## config.mk

```make
export PLATFORM = sky130hd
export DESIGN_NAME = booth4_pipe_mult
export DESIGN_NICKNAME = d
export VERILOG_FILES = /design/src/rtl/booth4_pipe_mult.sv
export SDC_FILE = /design/constraint.sdc
export NUM_CORES = 1
export LEC_CHECK = 0
export ABC_AREA = 1
export ABC_CLOCK_PERIOD_IN_PS = 2900
export BUFFER_PORTS_ARGS = -buffer_cell sky130_fd_sc_hd__buf_2
export CAP_MARGIN = 20
export CORE_MARGIN = 5
export CORE_UTILIZATION = 52
export CTS_BUF_LIST = sky130_fd_sc_hd__clkbuf_2
export CTS_CLUSTER_DIAMETER = 40
export DETAILED_ROUTE_END_ITERATION = 6
export PLACE_DENSITY = 0.71
export SKIP_LAST_GASP = 1
export SLEW_MARGIN = 5
export SYNTH_ARGS = -nofsm -noshare
export SYNTH_HDL_FRONTEND = slang
export SYNTH_SLANG_ARGS = --single-unit
```

## constraint.sdc

```tcl
create_clock -name clk -period 2.9 [get_ports clk]
set_clock_uncertainty 0.2 [all_clocks]
set_input_delay 0.435 -clock clk [delete_from_list [all_inputs] [get_ports clk]]
set_output_delay 0.435 -clock clk [all_outputs]
set_load 0.01 [all_outputs]
```

## src/rtl/booth4_pipe_mult.sv

```systemverilog
module booth4_pipe_mult #(
  parameter int N = 6
) (
  input  logic             clk,
  input  logic             rst,
  input  logic             in_valid,
  input  logic [N-1:0]     in_a,
  input  logic [N-1:0]     in_b,
  output logic             out_valid,
  output logic [2*N-1:0]   out_product
);
  localparam int S    = N / 2;
  localparam int W    = 2 * N;
  localparam int RIDX = (N >= 4) ? N - 3 : 0;

  logic             v_q  [S];
  logic [N-1:0]     x_q  [S];
  logic [N-1:0]     y_q  [S];
  logic [W-1:0]     s_q  [S];
  logic [W-1:0]     c_q  [S];
  logic [S-1:0][1:0] code_q;

  logic             v_d  [S];
  logic [N-1:0]     x_d  [S];
  logic [N-1:0]     y_d  [S];
  logic [W-1:0]     s_d  [S];
  logic [W-1:0]     c_d  [S];
  logic [S-1:0][1:0] code_d;
  logic [W-1:0]     prod_d;

  function automatic logic [W-1:0] pp_of(input logic [N-1:0] a, input logic [2:0] g);
    logic [W-1:0] ax;
    ax = {{N{a[N-1]}}, a};
    case (g)
      3'b001, 3'b010: pp_of = ax;
      3'b011:         pp_of = ax << 1;
      3'b100:         pp_of = (~ax) << 1;
      3'b101, 3'b110: pp_of = ~ax;
      default:        pp_of = '0;
    endcase
  endfunction

  function automatic logic [1:0] code_of(input logic [2:0] g);
    case (g)
      3'b100:         code_of = 2'b10;
      3'b101, 3'b110: code_of = 2'b01;
      default:        code_of = 2'b00;
    endcase
  endfunction

  always_comb begin
    logic [W-1:0] s, c, op;
    logic [1:0]   k;
    logic         a_bit;
    int           p;
    v_d[0]    = in_valid;
    x_d[0]    = in_a;
    y_d[0]    = in_b >> 1;
    s_d[0]    = pp_of(in_a, {in_b[1:0], 1'b0});
    c_d[0]    = '0;
    code_d[0] = code_of({in_b[1:0], 1'b0});
    for (int i = 1; i < S; i++) begin
      p = 2 * i - 2;
      s = s_q[i-1];
      c = c_q[i-1];
      k = code_q[i-1];
      if (i >= 2) begin
        a_bit    = s[p-1] & c[p-1];
        s[p-1]   = s[p-1] ^ c[p-1];
        c[p-1]   = 1'b0;
        k        = k + {1'b0, a_bit};
      end
      op        = (pp_of(x_q[i-1], y_q[i-1][2:0]) << (2 * i)) | (W'(k) << p);
      s_d[i]    = s ^ c ^ op;
      c_d[i]    = ((s & c) | (s & op) | (c & op)) << 1;
      code_d[i] = code_of(y_q[i-1][2:0]);
      v_d[i]    = v_q[i-1];
      x_d[i]    = x_q[i-1];
      y_d[i]    = y_q[i-1] >> 2;
    end
  end

  always_comb begin
    logic [W-1:0] s, c;
    logic [1:0]   k;
    logic         a_bit;
    s = s_q[S-1];
    c = c_q[S-1];
    k = code_q[S-1];
    if (S >= 2) begin
      a_bit     = s[RIDX] & c[RIDX];
      s[RIDX]   = s[RIDX] ^ c[RIDX];
      c[RIDX]   = 1'b0;
      k         = k + {1'b0, a_bit};
    end
    prod_d = s + c + (W'(k) << (2 * S - 2));
  end

  always_ff @(posedge clk) begin
    if (rst) begin
      for (int i = 0; i < S; i++) v_q[i] <= 1'b0;
      out_valid <= 1'b0;
    end else begin
      v_q       <= v_d;
      out_valid <= v_q[S-1];
    end
  end

  always_ff @(posedge clk) begin
    x_q         <= x_d;
    y_q         <= y_d;
    s_q         <= s_d;
    c_q         <= c_d;
    code_q      <= code_d;
    out_product <= prod_d;
  end
endmodule

```

[After elaboration in Yosys (flattened, before gate mapping)]
Cells that the tools add are included.
Operators by class
  add/sub/neg operators: 4
  $mul: 0
  divide/modulo/power cells: 0
  magnitude comparators: 0
  eq/ne operators: 15
  shift-type cells: 0
  multiplexer cells: 6
  bitwise logic cells: 18
  reductions and logical operators: 4
Operator list (count)
  $and A11 B11 Y11: 4
  $pmux W10 S4: 1
  $pmux W12 S3: 1
  $xor A12 B12 Y12: 3
  $pmux W8 S4: 1
  $or A11 B11 Y11: 2
  $eq A3 B3 Y1 const B: 6
  $add A12 B12 Y12: 1
  $add A12 B6 Y12: 1
  $eq A3 B2 Y1 const B: 4
  $not A12 Y12: 1
  $or A12 B2 Y12: 1
  $or A12 B4 Y12: 1
  $pmux W2 S2: 3
  $not A10 Y10: 1
  $not A8 Y8: 1
  $reduce_or A2 Y1: 4
  $eq A3 B1 Y1 const B: 2
  $add A2 B1 Y2: 2
  $eq A2 B2 Y1 const B: 2
  $and A1 B1 Y1: 2
  $eq A2 B1 Y1 const B: 1
  $xor A1 B1 Y1: 2
Word-level totals
  bits in registers: 100
  bits in latches: 0
  RAM bits: 0
  ROM bits: 0
  bits of input ports: 15
  output and inout bits: 13
  logic and storage cells: 64
  memories kept: 0

[Longest topological paths before layout]
Gate-level depths: netlist of the first run.
  depth in word-level cells: 7
  mapped depth: 15
  gate-level depth less buffers: 15

[Worst setup path before layout of the first run]
Ideal clock, no wire load.
  path type: register -> register
  start point: register s_q[3] (netlist name)
  end point: register out_product[11]
  library setup time: 0.113 ns
  arrival time: 2.224 ns
  data required time: 2.587 ns
  setup slack: 0.363 ns
  cell stages (with the launch flop): 14
  buffers on the path: 0
  period minus slack after synthesis: 2.537 ns
  cell sequence: dfxtp_1 ha_1 ha_1 xor2_1 fa_1 ha_1 inv_1 fa_1 inv_1 nand2_1 nand2_1 nand3_1 nand3_1 nand2_1
Between the ends
  longest elaborated chain between the ends: 3
  elaborated cells between the ends (all ways): 5
  classes of those cells: add/sub (3); bitwise (2)
RTL lines
  start: declaration: RTL line 19  | logic [W-1:0] s_q [S];
  start signal: assignment: RTL line 112  | s_q <= s_d;
  $xor A1 B1 Y1 or $and A1 B1 Y1 (tied branches): RTL line 92, 91
  $add A12 B12 Y12 or $add A2 B1 Y2 (tied branches): RTL line 96, 94
  $add A12 B6 Y12 *: RTL line 96  | prod_d = s + c + (W'(k) << (2 * S - 2));
  named net prod_d[11]: RTL line 29  | logic [W-1:0] prod_d;
  end signal: assignment: RTL line 115  | out_product <= prod_d;
  end: declaration: RTL line 10  | output logic [2*N-1:0] out_product
Mark *: on every way through the listed nets, which the timed path passes. The rest lies on a longest branch.
A chain may end at the register's enable or synchronous reset.

[Worst setup path in the final report of the first run]
Same ends and word-level chain as after synthesis.

==> results of run 1 <==
[cells in the mapped netlist (all sizes together)]
master and n:
nand2 76, nor2 25, a31oi 1, ha 24
buf 1, nand3 18, or2 1, o221ai 5
xnor2 3, inv 79, nor3 1, dfxtp 87
fa 12, xor2 2, o21ai 9, a21oi 3
[metrics by stage]
| step | utilization (%) | setup WS, ps |
|---|---|---|
| after global placement | 58.1 | 300 |
| after global routing | 62.1 | 43.9 |
| final | 62.1 | 226 |
| after CTS | 62.0 | 172 |
| after detailed placement | 58.1 | 222 |
| after floorplan | - | 363 |
[routing by layer]
metal	wire [um]	GRT usage [%]
met2	2410	24.8
met3	184	3.78
met4	123	8.39
met5	0	0
met1	1990	14.4
[critical path, stage by stage (launching register included)]
cell     delay (ps)
dfxtp_2         370
ha_1            190
ha_1            180
xor2_1          170
fa_1            490
ha_1            170
inv_1            60
fa_2            360
inv_1            70
nand2_1          40
nand2_1          70
nand3_1          90
nand3_1          90
nand2_1          40
[cells by family (layout without fill, tap and decap cells)]
group,count (synthesis),count (layout),share of synthesized area (%)
XOR/XNOR,5,5,1.34
AND/OR/NAND/NOR,121,121,16.0
adder cells (fa/ha/maj),36,36,16.6
AO/OA/AOI/OAI,18,18,3.38
flip-flops,87,87,53.5
buffers and inverters,80,135,9.25
[timing repair]
item	in CTS	in global routing
hold endpoints to repair	22	0
hold buffers	13	0
gates resized for setup	0	2
setup endpoints to repair	0	1
[sequential cells by signal (all words and copies together) (netlist names)]
register	count
y_d	4
y_q	4
c_q	18
out_product	12
v_q	1
code_q	6
s_q	27
x_d	12
v_d	2
out_valid	1
[layout make-up]
class,count,area (um^2),area share [%]
clock inverter,7,57.6,1.55
timing repair buffer,40,265,7.13
clock buffer,9,45.0,1.21
inverter,79,297,7.97
multi-input combinational,180,1220,32.7
tap,75,93.8,2.52
sequential,87,1740,46.9
[power groups by stage]
stage,Clock [W],Combinational (W),Sequential [W]
floorplan,0,0.000413,0.00152
global placement,0,0.000609,0.00149
detailed placement,0,0.000633,0.00149
CTS,0.000564,0.000653,0.00147
global route,0.000616,0.000768,0.00149
finish,0.000543,0.000644,0.00147
[worst min-delay path by stage]
stage            start             end  slack, ps  cells past startpoint
6_report       in_b[0]       code_q[0]         50                      3
4_1_cts        in_b[0]       code_q[0]          4                      3
3_5_place_dp    y_d[8]          y_d[0]        110                      0
2_1_floorplan   s_q[0]  out_product[0]        110                      0
5_1_grt        in_b[0]       code_q[0]         20                      3
3_3_place_gp    s_q[0]  out_product[0]        110                      0
==> results.py, run 1 <==
metrics = {
    "power_and_ir_drop": {
        "powerDensity_nw_per_um2": 713,
        "pwr-share-comb_pct": 24.3,
        "pwr-share-seq_pct": 55.2,
        "switchingPower_w": 0.000843,
        "ir_drop_v": 0.000447,
        "p_sw_share_pct": 31.8,
        "p_leak_nw": 1.97,
        "p_int_w": 0.00181,
        "total_power_w": 0.00265,
        "pwr-share-clk_pct": 20.5,
    },
    "routing": {
        "ant_nets": 0,
        "vias": 2141,
        "finalWirelength_mm": 4.71,
        "firstDrtPassIters": 4,
        "drc": 0,
        "avgViaCountPerCell": 4.49,
        "wire_per_inst_um": 9.87,
        "drt_iter0_drc": 68,
    },
    "timing": {
        "slew_headroom_pct": 71.9,
        "fin_crit_sh_pct": 92.2,
        "slew_violations": 0,
        "rsz0062_at_grt": "false",
        "setup-violations-final": 0,
        "hold_viol": 0,
        "tns_ps": 0,
        "whs_ps": 46.3,
        "fin_crit_ps": 2670,
        "max_freq_ghz": 0.374,
        "tightest_slew_ps": 421,
    },
    "floorplan": {
        "start_util_pct": 54.4,
        "dieArea_um2": 7950,
        "core_area_um2": 5990,
        "fp.dieW_um": 89.2,
        "num_io_pins": 28,
        "num_rows": 28,
        "die_h_um": 89.2,
    },
    "clock_network": {
        "clkSinkCount": 87,
        "cts_tree": "yes",
        "clockRootBuffer": "clkbuf_2",
        "clock_path_buffers": 2,
        "clock_latency_ps": 520,
        "cts_inserted_buffers": 9,
        "h-tree-depth": 3,
        "cts_setup_buffers": 0,
        "clk_pin_slew_ps": 240,
    },
    "setup_path": {
        "cp-start-kind": "flip-flop",
        "endpoint": "out_product[11]",
        "worstPathRequired_ps": 3140,
        "crit_fanout": 2,
        "r2r_end": "out_product[11]",
        "r2r_setup_slack_ps": 230,
        "r2r-start": "s_q[3]",
        "crit_path_start": "s_q[3]",
        "cp-end-kind": "flip-flop",
        "reg2regPathDepth": 13,
        "path_class": "reg2reg",
        "worst_ep_arrival_time_ps": 2920,
    },
    "placed_design": {
        "dp_hpwl_mm": 3.51,
        "io_buffer_count": 27,
        "dpl_cell_area_um2": 3480,
        "place_congestion": 0.864,
        "dp_cells": 448,
    },
    "logic_synthesis": {
        "synth-seq-area-share_pct": 53.5,
        "ys_seq_elements": 87,
        "yosysTopAreaCell": "dfxtp_1",
        "ys_types": 21,
        "syn-num-nets": 398,
        "yosys-top-cells-area": "dfxtp_1 (53%), ha_1 (9.2%), inv_1 (8.6%)",
        "synth_warnings": 0,
        "synth_top_area_share_pct": 53.5,
        "netlist_instances": 347,
        "netlist_area_um2": 3260,
        "synth_area_per_cell_um2": 9.39,
    },
    "finish": {
        "final_cell_mix": "dfxtp_1 (86), inv_1 (75), nand2_1 (72)",
        "fin_cells": 477,
        "final_area_um2": 3720,
        "drive_gt1_share_pct": 15.2,
        "syn2layout_area_growth_pct": 14.1,
        "fill_cells": 529,
        "nNetsFinal": 448,
        "antennaDiodeCount": 0,
        "mostFrequentLayoutCell": "dfxtp_1",
    },
    "flow_run": {
        "drv_cap": 0,
    },
    "global_routing": {
        "grt_pass1_wl_mm": 8.34,
        "grt_pass1_vias": 2067,
        "grt_overflow": 0,
        "antenna_found_initial": 0,
        "track_usage_pct": 13.9,
        "grt_max_degree": 17,
    },
    "status": {
        "status": "completed",
    },
    "hold_path": {
        "hold_path_class": "in2reg",
    },
}
Power figures use the tool's default switching activity.
==> run 2: changes to the inputs <==
--- a/config.mk
+++ b/config.mk
@@ -9,7 +9,7 @@
 export ABC_CLOCK_PERIOD_IN_PS = 2900
 export BUFFER_PORTS_ARGS = -buffer_cell sky130_fd_sc_hd__buf_2
 export CAP_MARGIN = 20
-export CORE_MARGIN = 5
+export CORE_MARGIN = 2
 export CORE_UTILIZATION = 52
 export CTS_BUF_LIST = sky130_fd_sc_hd__clkbuf_2
 export CTS_CLUSTER_DIAMETER = 40
==> results.py, run 2 (synthesis gave the netlist of run 1 again) <==
metrics = {
    "routing": {
        "wire_per_inst_um": 9.54,
        "avgViaCountPerCell": 4.41,
        "drt_iter0_drc": 52,
        "firstDrtPassIters": 4,
        "ant_nets": 0,
        "vias": 2110,
        "finalWirelength_mm": 4.56,
        "drc": 0,
    },
    "finish": {
        "mostFrequentLayoutCell": "dfxtp_1",
        "nNetsFinal": 449,
        "fill_cells": 486,
        "largest_register": "s_q",
        "final_cell_mix": "dfxtp_1 (86), inv_1 (75), nand2_1 (72)",
        "antennaDiodeCount": 0,
        "syn2layout_area_growth_pct": 14.6,
        "largest_reg_flops": 27,
        "reg_top3": "s_q x27, c_q x18",
        "post-route-util_pct": 62.3,
        "drive_gt1_share_pct": 15.1,
    },
    "floorplan": {
        "fp.dieW_um": 83.2,
        "num_rows": 28,
        "start_util_pct": 54.4,
        "dieArea_um2": 6910,
        "core_area_um2": 5990,
        "num_io_pins": 28,
        "die_h_um": 83.2,
    },
    "clock_network": {
        "clock_latency_ps": 530,
        "clkSinkCount": 87,
        "clk_pin_slew_ps": 240,
        "clockRootBuffer": "clkbuf_2",
        "cts_setup_buffers": 0,
        "cts_tree": "yes",
        "clock_path_buffers": 2,
        "h-tree-depth": 3,
        "cts_inserted_buffers": 9,
    },
    "global_routing": {
        "antenna_found_initial": 0,
        "grt_use_met2_pct": 26.6,
        "grt_pass1_wl_mm": 8.09,
        "met3_usage_pct": 4.47,
        "grt_overflow": 0,
        "grt_pass1_vias": 2075,
        "grt_max_degree": 18,
        "use_met1_pct": 14.8,
        "grt_busiest_layer": "met2",
        "track_usage_pct": 14.7,
    },
    "power_and_ir_drop": {
        "pwr-share-clk_pct": 21.0,
        "p_sw_share_pct": 31.9,
        "powerDensity_nw_per_um2": 713,
        "switchingPower_w": 0.000849,
        "pwr-share-comb_pct": 23.9,
        "pwr-share-seq_pct": 55.0,
        "ir_drop_v": 0.000388,
        "p_leak_nw": 1.97,
        "p_int_w": 0.00181,
    },
    "placed_design": {
        "dp_hpwl_mm": 3.34,
        "place_congestion": 0.804,
        "io_buffer_count": 27,
    },
    "status": {
        "status": "completed",
    },
    "setup_path": {
        "path_class": "reg2reg",
        "r2r_setup_slack_ps": 240,
        "crit_fanout": 2,
        "cp_cell_sequence": "ha_1, ha_1, xor2_1, fa_1, ha_1, inv_1, fa_2, inv_1, nand2_1, nand2_1, nand3_1, nand3_1, nand2_1",
        "crit_buf_inv": 2,
        "r2r-start": "s_q[3]",
        "worst_path_max_delay_cell": "fa_1",
        "cp-end-kind": "flip-flop",
        "worst_ep_arrival_time_ps": 2910,
        "cpLargestDelayFamily": "adder cells",
        "r2r_end": "out_product[11]",
        "worstPathRequired_ps": 3150,
        "critical_path.max_stage_delay_ps": 490,
        "cp-start-kind": "flip-flop",
        "reg2regPathDepth": 13,
    },
    "timing": {
        "fin_crit_ps": 2660,
        "rsz0062_at_grt": "false",
        "max_freq_ghz": 0.376,
        "slew_headroom_pct": 72.5,
        "hold_viol": 0,
        "tightest_slew_ps": 412,
        "fin_crit_sh_pct": 91.7,
        "slew_violations": 0,
        "setup-violations-final": 0,
        "tns_ps": 0,
    },
    "hold_path": {
        "hold_path_class": "reg2reg",
        "whs_endpoint": "y_d[0]",
        "hp-start": "y_d[8]",
        "whs_path_depth": 0,
    },
    "flow_run": {
        "drv_cap": 0,
    },
}
## run 2: layout make-up
cell class	count	area [um^2]	area share [%]
multi-input combinational	180	1220	32.6
clock buffer	9	45.0	1.21
inverter	79	297	7.94
clock inverter	7	62.6	1.68
timing repair buffer	41	275	7.37
sequential	87	1740	46.7
tap	75	93.8	2.51
## run 2: worst max-delay path by stage
stage / from / end / slack (ps) / cells past startpoint
after global placement: s_q[3] / out_product[11] / 300 / 13
after global routing: s_q[3] / out_product[11] / 30 / 14
final: s_q[3] / out_product[11] / 240 / 13
after detailed placement: s_q[3] / out_product[11] / 200 / 13
after floorplan: s_q[3] / out_product[11] / 360 / 13
after CTS: s_q[3] / out_product[11] / 160 / 13
## run 2: timing repair
item | CTS | global route
hold buffers | 14 | 0
endpoints found under the hold margin | 23 | 0
gates resized for setup | 0 | 2
endpoints found under the setup margin | 0 | 1
## run 2: worst reg2reg max path: cells and delay by family (launching register included)
family / cells / cell delay, ps
adder cells (fa/ha/maj): 5 / 1380
flip-flops: 1 / 370
AND/OR/NAND/NOR: 5 / 340
XOR/XNOR: 1 / 170
buffers and inverters: 2 / 120
## run 2: power by group through the flow
stage / registers, W / logic, W / clock network [W]
6_report: 0.00146 / 0.000636 / 0.000560
5_1_grt: 0.00149 / 0.000746 / 0.000636
4_1_cts: 0.00147 / 0.000645 / 0.000581
3_5_place_dp: 0.00149 / 0.000627 / 0
3_3_place_gp: 0.00149 / 0.000606 / 0
2_1_floorplan: 0.00152 / 0.000413 / 0
## run 2: metal layers
layer | vias up | part of all wire, %
met5 | - | 0
met4 | 0 | 0.59
met3 | 3 | 4.2
met2 | 37 | 51
met1 | 925 | 44
li1 | 1145 | -
## run 2: metrics by stage
stage | area [um^2] | hold slack, ps | setup WS (ps) | cells | total power [W]
finish | 3730 | 150 | 240 | 478 | 0.00266
global placement | 3480 | 110 | 299 | 448 | 0.00210
CTS | 3730 | 150 | 157 | 478 | 0.00269
global route | 3730 | 155 | 28.1 | 478 | 0.00287
floorplan | 3260 | 110 | 363 | 347 | 0.00194
detailed placement | 3480 | 112 | 198 | 448 | 0.00212
